`src/rtl/dac_dither_pkg.sv`:
```
package dac_dither_pkg;

  typedef enum logic {
    DITHER_RANDOM = 1'b0,
    DITHER_PWM    = 1'b1
  } dither_mode_e;

endpackage

```
`src/rtl/dac_lfsr.sv`:
```
module dac_lfsr #(
  parameter int          WIDTH = 16,
  parameter logic [15:0] TAPS  = 16'hB400,
  parameter logic [15:0] SEED  = 16'hACE1
) (
  input  logic             clk,
  input  logic             rst,
  output logic [WIDTH-1:0] state
);

  localparam logic [WIDTH-1:0] TAP_MASK  = TAPS[WIDTH-1:0];
  localparam logic [WIDTH-1:0] SEED_VAL  = SEED[WIDTH-1:0];
  localparam logic [WIDTH-1:0] ZERO_MASK = '0;

  always_ff @(posedge clk) begin
    if (rst) begin
      state <= SEED_VAL;
    end else begin
      state <= (state >> 1) ^ (state[0] ? TAP_MASK : ZERO_MASK);
    end
  end

  AST_LFSR_NONZERO: assert property (@(posedge clk) disable iff (rst)
    state != '0);

endmodule

```
`src/rtl/dac_sample_buffer.sv`:
```
module dac_sample_buffer #(
  parameter int SAMPLE_W = 16,
  parameter int PERIOD_W = 16,
  parameter int FRAC_W   = 8
) (
  input  logic                clk,
  input  logic                rst,
  input  logic [PERIOD_W-1:0] period,
  input  logic [SAMPLE_W-1:0] wr_data,
  input  logic                wr_en,
  output logic [SAMPLE_W-1:0] active_sample,
  output logic [FRAC_W-1:0]   frame_pos,
  output logic                buf_ready
);

  localparam logic [PERIOD_W-1:0] ONE = PERIOD_W'(1);

  logic [PERIOD_W-1:0] tick;
  logic [SAMPLE_W-1:0] pending;
  logic                boundary;

  // A period of 0 or 1 makes every clock a boundary; >= keeps a shrunk period from stalling.
  assign boundary = (period <= ONE) || (tick >= period - ONE);

  always_ff @(posedge clk) begin
    if (rst) begin
      tick          <= '0;
      frame_pos     <= '0;
      active_sample <= '0;
      pending       <= '0;
      buf_ready     <= 1'b1;
    end else begin
      tick      <= boundary ? '0 : tick + ONE;
      frame_pos <= boundary ? '0 : frame_pos + 1'b1;
      if (boundary) begin
        if (wr_en) begin
          active_sample <= wr_data;
        end else if (!buf_ready) begin
          active_sample <= pending;
        end
        buf_ready <= 1'b1;
      end else if (wr_en) begin
        pending   <= wr_data;
        buf_ready <= 1'b0;
      end
    end
  end

  AST_READY_CLEAR: assert property (@(posedge clk) disable iff (rst)
    (wr_en && !boundary) |=> !buf_ready);

  AST_READY_SET: assert property (@(posedge clk) disable iff (rst)
    boundary |=> buf_ready);

  AST_TRANSFER: assert property (@(posedge clk) disable iff (rst)
    (boundary && !wr_en && !buf_ready) |=> (active_sample == $past(pending)));

  AST_HOLD_ACTIVE: assert property (@(posedge clk) disable iff (rst)
    !boundary |=> $stable(active_sample));

  AST_FRAME_RESTART: assert property (@(posedge clk) disable iff (rst)
    boundary |=> (frame_pos == '0));

endmodule

```
`src/rtl/dac_dither_mixer.sv`:
```
module dac_dither_mixer
  import dac_dither_pkg::*;
#(
  parameter int SAMPLE_W = 16,
  parameter int CODE_W   = 8,
  parameter int RAND_W   = 16
) (
  input  logic                clk,
  input  logic                rst,
  input  logic                mode_sel,
  input  logic [SAMPLE_W-1:0] active_sample,
  input  logic [SAMPLE_W-CODE_W-1:0] frame_pos,
  input  logic [RAND_W-1:0]   rnd,
  output logic [CODE_W-1:0]   dac_code
);

  localparam int FRAC_W = SAMPLE_W - CODE_W;

  dither_mode_e      mode;
  logic [CODE_W-1:0] base;
  logic [CODE_W-1:0] raised;
  logic [FRAC_W-1:0] frac;
  logic [FRAC_W-1:0] rnd_low;
  logic              lift;

  assign mode    = dither_mode_e'(mode_sel);
  assign base    = active_sample[SAMPLE_W-1:FRAC_W];
  assign frac    = active_sample[FRAC_W-1:0];
  assign rnd_low = rnd[FRAC_W-1:0];
  assign raised  = (base == '1) ? base : base + 1'b1;

  always_comb begin
    if (mode == DITHER_PWM) begin
      lift = frame_pos < frac;
    end else begin
      lift = frac > rnd_low;
    end
  end

  always_ff @(posedge clk) begin
    if (rst) begin
      dac_code <= '0;
    end else begin
      dac_code <= lift ? raised : base;
    end
  end

  AST_CODE_RANGE: assert property (@(posedge clk) disable iff (rst)
    1'b1 |=> ((dac_code == $past(base)) || (dac_code == $past(base) + 1'b1)));

  AST_ZERO_FRAC: assert property (@(posedge clk) disable iff (rst)
    (frac == '0) |=> (dac_code == $past(base)));

  AST_SATURATE: assert property (@(posedge clk) disable iff (rst)
    (base == '1) |=> (dac_code == '1));

  AST_PWM_HEAD: assert property (@(posedge clk) disable iff (rst)
    (mode == DITHER_PWM && frac != '0 && frame_pos == '0 && base != '1)
      |=> (dac_code == $past(base) + 1'b1));

endmodule

```
`src/rtl/dither_dac_gen.sv`:
```
module dither_dac_gen #(
  parameter int SAMPLE_W = 16,
  parameter int CODE_W   = 8,
  parameter int PERIOD_W = 16,
  parameter int LFSR_W   = 16
) (
  input  logic                clk,
  input  logic                rst,
  input  logic                mode_sel,
  input  logic [PERIOD_W-1:0] period,
  input  logic [SAMPLE_W-1:0] wr_data,
  input  logic                wr_en,
  output logic [CODE_W-1:0]   dac_code,
  output logic                buf_ready
);

  localparam int FRAC_W = SAMPLE_W - CODE_W;

  logic [LFSR_W-1:0]   rnd;
  logic [SAMPLE_W-1:0] active_sample;
  logic [FRAC_W-1:0]   frame_pos;

  dac_lfsr #(
    .WIDTH (LFSR_W)
  ) u_lfsr (
    .clk   (clk),
    .rst   (rst),
    .state (rnd)
  );

  dac_sample_buffer #(
    .SAMPLE_W (SAMPLE_W),
    .PERIOD_W (PERIOD_W),
    .FRAC_W   (FRAC_W)
  ) u_buffer (
    .clk           (clk),
    .rst           (rst),
    .period        (period),
    .wr_data       (wr_data),
    .wr_en         (wr_en),
    .active_sample (active_sample),
    .frame_pos     (frame_pos),
    .buf_ready     (buf_ready)
  );

  dac_dither_mixer #(
    .SAMPLE_W (SAMPLE_W),
    .CODE_W   (CODE_W),
    .RAND_W   (LFSR_W)
  ) u_mixer (
    .clk           (clk),
    .rst           (rst),
    .mode_sel      (mode_sel),
    .active_sample (active_sample),
    .frame_pos     (frame_pos),
    .rnd           (rnd),
    .dac_code      (dac_code)
  );

endmodule

```
`config.mk`:
```
export PLATFORM = sky130hd
export DESIGN_NAME = dither_dac_gen
export DESIGN_NICKNAME = d
export VERILOG_FILES = /design/src/rtl/dac_dither_pkg.sv /design/src/rtl/dac_lfsr.sv /design/src/rtl/dac_sample_buffer.sv /design/src/rtl/dac_dither_mixer.sv /design/src/rtl/dither_dac_gen.sv
export SDC_FILE = /design/constraint.sdc
export NUM_CORES = 1
export LEC_CHECK = 0
export ABC_AREA = 1
export CORE_MARGIN = 2
export CORE_UTILIZATION = 54
export CTS_BUF_LIST = sky130_fd_sc_hd__clkbuf_4
export DETAILED_ROUTE_END_ITERATION = 16
export PLACE_DENSITY_LB_ADDON = 0.2
export SLEW_MARGIN = 5
export SYNTH_ARGS = -nofsm -noshare
export SYNTH_HDL_FRONTEND = slang
export SYNTH_SLANG_ARGS = --single-unit
export TNS_END_PERCENT = 1
```
`constraint.sdc`:
```
create_clock -name clk -period 2.7 [get_ports clk]
set_input_delay 0.54 -clock clk [delete_from_list [all_inputs] [get_ports clk]]
set_output_delay 0.54 -clock clk [all_outputs]
set_load 0.02 [all_outputs]
```
* After elaboration in Yosys (flattened, before gate mapping)
Cells that the tools add are included.
** Storage, ports and cells
- Register bits after elaboration :: 81
- Input port bits :: 36
- Output and inout port bits :: 9
** Cells by class
- Add/sub/neg operators :: 4
- $lt $le $gt $ge :: 4
- Equality and inequality tests :: 2
- Muxes and demuxes :: 6
- Bitwise gates (word level) :: 2
- Reduce and logical (&&, ||, !) cells :: 4
** Operator list (count)
- $mux W16 :: 3
- $add A16 B1 Y16 const B :: 1
- $add A8 B1 Y8 const B :: 2
- $ge A16 B16 Y1 :: 1
- $le A16 B1 Y1 const B :: 1
- $mux W8 :: 2
- $sub A16 B1 Y16 const B :: 1
- $xor A15 B16 Y16 :: 1
- $eq A8 B8 Y1 const B :: 1
- $gt A8 B8 Y1 :: 1
- $lt A8 B8 Y1 :: 1
- $reduce_and A2 Y1 :: 2
- $ne A2 B2 Y1 const B :: 1
- $reduce_or A2 Y1 :: 1
- $logic_or A1 B1 Y1 :: 1
- $mux W1 :: 1
- $not A1 Y1 :: 1

* Longest topological paths before layout
Gate-level depths: netlist (run 1).
- Word-level depth :: 5
- Gate-level depth with buffers :: 20
- Depth with buffers taken out :: 19

* By module
A second synthesis (run 1) with hierarchy kept.
** Unflattened totals
- Cells, all modules :: 694
- Area, all modules :: 4715.8 um2
** By module, submodules not included
- dac_sample_buffer :: instances 1, cells each 498, area each 3324.4 um2, seq. area each 1141.1 um2
- dac_dither_mixer :: instances 1, cells each 145, area each 917.1 um2, seq. area each 160.2 um2
- dac_lfsr :: instances 1, cells each 51, area each 474.2 um2, seq. area each 320.3 um2

* Least setup slack after synthesis (run 1)
Ideal clock, no wire load.
- Kind :: input port to flip-flop
- Start point :: input port period[2]
- End point :: register u_buffer.active_sample[13]
- Arrival :: 2.648 ns
- Data required time :: 2.587 ns
- Setup slack :: -0.061 ns
- Stages on the path :: 20
- Cell sequence :: nor2_1 > nand2_1 > nor2_2 > nand2_1 > nor2_1 > nand2_1 > nor2_2 > nand3_1 > xnor2_1 > inv_1 > ha_1 > a21oi_1 > o21ai_0 > nor2_4 > nand3_2 > nand2_4 > buf_6 > nand2_1 > nand2_1 > nor2_1
** On the way
- Longest elaborated chain between the ends :: 4
- Elaborated cells on any way between the ends :: 5
- Classes of those cells :: 1 x add/sub; 2 x order compare; 2 x reduce/logical
** Ends and longest elaborated chain
- start: declaration :: RTL line dither_dac_gen.sv:10 : input logic [PERIOD_W-1:0] period,
- $sub A16 B1 Y16 :: RTL line dac_sample_buffer.sv:23 : assign boundary = (period <= ONE) || (tick >= period - ONE);
- $ge A16 B16 Y1 :: RTL line dac_sample_buffer.sv:23
- $logic_or A1 B1 Y1 (*) :: RTL line dac_sample_buffer.sv:23
- $reduce_and A2 Y1 (no source line) (*)
- end signal: assignment :: RTL line dac_sample_buffer.sv:37 : active_sample <= wr_data;
- end signal: assignment :: RTL line dac_sample_buffer.sv:39 : active_sample <= pending;
- end: declaration :: RTL line dac_sample_buffer.sv:11 : output logic [SAMPLE_W-1:0] active_sample,
Mark *: on every way between the ends. The rest lies on a longest branch, timed or not.
A chain may end at the register's enable or synchronous reset.

* Worst setup path after layout (run 1)
- Start point :: input port period[2]
- End point :: register u_buffer.pending[1]
** On the way
- Longest elaborated chain between the ends :: 5
- Elaborated cells on any way between the ends :: 6
- Classes of those cells :: 1 x add/sub; 2 x order compare; 1 x bitwise; 2 x reduce/logical
** Ends and longest elaborated chain
- $sub A16 B1 Y16 :: RTL line dac_sample_buffer.sv:23
- $ge A16 B16 Y1 :: RTL line dac_sample_buffer.sv:23
- $logic_or A1 B1 Y1 (*) :: RTL line dac_sample_buffer.sv:23
- $not A1 Y1 (no source line) (*)
- $reduce_and A2 Y1 (no source line) (*)
- end signal: assignment :: RTL line dac_sample_buffer.sv:43 : pending <= wr_data;
- end: declaration :: RTL line dac_sample_buffer.sv:19 : logic [SAMPLE_W-1:0] pending;
Marks and branches as above.

==> run_results.csv, run 1 <==
group,metric,value,unit
clock_tree,cts_buffer_depth,2,
clock_tree,cts_tree,"yes",
setup_path,critPathArrivalTime,2.92,ns
setup_path,ff2ff_setup_slack,0.68,ns
route,wl_per_cell,12.3,µm
grt,grt_max_degree,34,
setup_path,crit_chain,"buf_8, nor2_4, buf_4, buf_4, buf_4, buf_4, buf_4, nand2_1, xor2_1, ha_1, nand2_1, nand2_1, nor2_1, nand2_1, nand2_1, nand2_1, nand2_4, nand4_4, clkbuf_16, nand2_1, nand2_1, nor2_1",
grt,grt_pass1_vias,3912,
placement,post-place-ws,-0.667,ns
timing,timing.final.ws_setup,0.157,ns
clock_tree,htreeDepth,3,
setup_path,cp_slowest_stage_delay,0.27,ns
clock_tree,clk_latency,0.43,ns
synth,synth_top_family_by_area,"simple AND/OR/NAND/NOR gates",
timing,finalSetupTns,0,ns
power_and_ir_drop,p_total,2390,µW
setup_path,crit_top_cell,"nand2_1",
power_and_ir_drop,leakage,0.00273,µW
synth,yosys_register_bits,81,
final_layout,stdcell_count,839,
final_layout,n_antenna_cell,0,
setup_path,startpoint_type,"primary input",
route,wirelength,10.3,mm
floorplanning,dieHeight,95.5,µm
synth,synth_fa_ha_area_share,9.96,%
grt,antenna_found_initial,0,
setup_path,worstPathRequired,3.07,ns
synth,synth_cell_types,37,
setup_path,r2r_end,"u_buffer.pending[1]",
synth,synth_xor_area_share,4.84,%
synth,yosys.area_share.simple,33.7,%
timing,fin_crit_sh,94.2,%
synth,yosys.area.top_type,"dfxtp_1",
clock_tree,clock_sinks,81,
synth,ys_seq_area_share,35.9,%
timing,worst_pin_slew,0.657,ns
placement,hpwl,6.89,mm
setup_path,r2r_cells,14,
timing,period_needed,2.54,ns
setup_path,cpMaxStageDelayCell,"ha_1",
synth,syn-cell-area,4520,µm²
timing,setup-violations-final,0,
final_layout,drive_above_1_share,18.9,%
synth,synthesis.nets,715,
floorplanning,die_area,9120,µm²
final_layout,area_growth,28.5,%
status,status,"finished, final reports clean",
route,drc,0,
synth,synthMuxAreaShare,0,%
timing,fmax,393,MHz
power_and_ir_drop,ir_drop,0.214,mV
grt,grt_pass1_wl,16.9,mm
route,drt-initial-drc-count,177,
min_path,holdPathEnd,"u_lfsr.state[8]",
setup_path,cp_max_fo,8,
synth,yosys_warnings,0,
floorplanning,die_w,95.5,µm
min_path,min_path_type,"reg2reg",
placement,port_buffers,44,
power_and_ir_drop,p_per_area,411,nW/µm²
min_path,holdPathStages,2,
clock_tree,ctsHoldBuffers,0,
final_layout,nets,801,
timing,slew-limit-headroom,56.1,%
setup_path,path_delay_family,"simple AND/OR/NAND/NOR gates",
min_path,min_from,"u_lfsr.state[9]",
route,ant_nets,0,
setup_path,r2r_start,"u_buffer.tick[0]",
clock_tree,cts_buffers,9,
route,viasPerCell,4.98,
timing,hold_violations,0,
floorplanning,core_area,8180,µm²
grt,gr-usage-all-layers,23.5,%
timing,fin_skew,0.0104,ns
timing,final_max_slew_viol_count,0,
setup_path,path_class,"in2reg",
grt,overflow,0,
floorplanning,io_pins,45,
floorplanning,rows,33,
timing,rsz0062_at_grt,"yes",
placement,placed_cells,804,
clock_tree,cts-root-buf,"clkbuf_4",
synth,syn_avg_cell_area,7.03,µm²
synth,postSynthCellCount,643,
flow_run,maxCapViolCount,0,
synth,synth_compound_area_share,6.61,%
floorplanning,start_util,55.3,%
synth,synthTopCellsByArea,"dfxtp_1 36%, nand2_1 13%, ha_1 10%, nor2_1 9.0%, inv_1 6.6%",
synth,synth.top_cell.area_share,35.9,%
route,drt-pass1-iter-count,4,
setup_path,worstSetupEndpointType,"flip-flop",
final_layout,fillCellCount,654,
placement,gp_congestion,0.841,
timing,whs,0.420,ns
route,vias,4176,
setup_path,crit_buf_inv,7,
clock_tree,clk_pin_slew,0.14,ns
per-layer routing:
metal	global-route usage (%)	part of all wire [%]	vias up
met5	0	0	-
met4	9.52	1.8	0
met3	3.48	3.6	16
met2	42.8	51	86
met1	27.5	43	1878
li1	-	-	2196
flip-flops by register name, summed over array words and instances, names as in the netlist:
register	cells
u_buffer.active_sample	16
u_buffer.buf_ready	1
u_buffer.frame_pos	8
u_buffer.pending	16
u_buffer.tick	16
u_lfsr.state	16
u_mixer.dac_code	8
power by group:
part | internal, µW | switching, µW | total (µW) | leakage (µW)
clock | 303 | 464 | 767 | 0.0000845
combinational | 173 | 189 | 361 | 0.00198
sequential | 1240 | 22.3 | 1260 | 0.000663
cell usage after synthesis (all sizes together):
cell and number:
nand2 164, nor2 115, inv 82, dfxtp 81, ha 36, nand3 33, a21oi 27, o21ai 26
xnor2 15, buf 12, nor3 10, xor2 10, nand4 9, or2 7, clkbuf 6, nor3b 4
a31oi 2, and3 1, nor4 1, o21a 1, o22ai 1
area by class of cell:
| type | count | area, µm² | area share [%] |
|---|---|---|---|
| Tap cell | 105 | 131 | 2.26 |
| Sequential cell | 81 | 1620 | 27.9 |
| Multi-Input combinational cell | 465 | 2710 | 46.6 |
| Clock buffer | 9 | 67.6 | 1.16 |
| Timing Repair Buffer | 90 | 890 | 15.3 |
| Inverter | 82 | 308 | 5.30 |
| Clock inverter | 7 | 87.6 | 1.51 |
cell usage in the layout (no fill, tap or decap), types with 3 or more instances in the layout:
cell type        instances
clkbuf_4                 9
buf_12                   3
a21oi_1                 23
dfxtp_1                 81
clkdlybuf4s50_1         33
nor2_1                  98
o21ai_0                 23
ha_1                    34
nand3_1                 28
buf_16                   3
nor3b_1                  3
nor3_2                   6
clkbuf_2                 5
nand3_2                  3
buf_6                    3
clkinv_4                 3
nand2_2                 10
nand4_1                  6
nand2_1                151
buf_4                   38
a21oi_2                  4
nor3_1                   4
nor2_2                  12
xnor2_1                 15
inv_1                   77
inv_2                    5
xor2_1                   9
nand2_8                  3
nor2_4                   5
or2_2                    6
nand2_4                  3
logic make-up (layout without fill, tap and decap cells):
| logic type | Yosys count | count (layout) |
|---|---|---|
| adders and majority gates | 36 | 36 |
| AOI/OAI and AO/OA | 57 | 57 |
| DFF | 81 | 81 |
| buffers and inverters | 100 | 188 |
| and+or+nand+nor | 344 | 347 |
| xor gates and xnor gates | 25 | 25 |
how the worst max path moves through the flow:
| stage | to | cells past startpoint | start | slack, ns |
|---|---|---|---|---|
| global placement | u_buffer.active_sample[12] | 19 | period[2] | -0.57 |
| floorplan | u_buffer.active_sample[10] | 19 | period[2] | 0.005 |
| finish | u_buffer.pending[1] | 22 | period[2] | 0.16 |
| global route | u_buffer.active_sample[14] | 21 | period[2] | -0.03 |
| detailed placement | u_buffer.active_sample[12] | 18 | period[0] | -0.67 |
| CTS | u_buffer.active_sample[11] | 21 | period[2] | 0.003 |
worst register-to-register path: stages, from the launching register on:
cell       delay [ns]
dfxtp_1          0.49
inv_1            0.08
ha_1             0.27
nand2_1          0.06
nor2_1           0.04
nor2_1           0.08
nand2_1          0.07
nand2_1          0.06
nand2_1          0.09
nand2_4          0.12
nand4_4          0.19
clkbuf_16        0.23
nand2_1          0.06
nand2_1          0.04
nor2_1           0.09
stage by stage:
step                      area (µm²)  util, %
after floorplan                 4520        -
after global placement          5250     64.2
after detailed placement        5250     64.2
after CTS                       5700     69.7
after global routing            5810     71.1
final                           5810     71.1
timing repair:
item / CTS / global route
pin swaps: 19 / 21
endpoints found under the setup margin: 57 / 57
setup buffers: 10 / 2
gates resized for setup: 40 / 41
cloned: 6 / 1
(Power assumes the default switching activity.)
==> run 2, diff against run 1 <==
--- a/config.mk
+++ b/config.mk
@@ -11,7 +11,6 @@
 export CTS_BUF_LIST = sky130_fd_sc_hd__clkbuf_4
 export DETAILED_ROUTE_END_ITERATION = 16
 export PLACE_DENSITY_LB_ADDON = 0.2
-export SLEW_MARGIN = 5
 export SYNTH_ARGS = -nofsm -noshare
 export SYNTH_HDL_FRONTEND = slang
 export SYNTH_SLANG_ARGS = --single-unit
==> results of run 2 <==
Same layout as run 1: the final DEF is identical, and so are final timing and power.
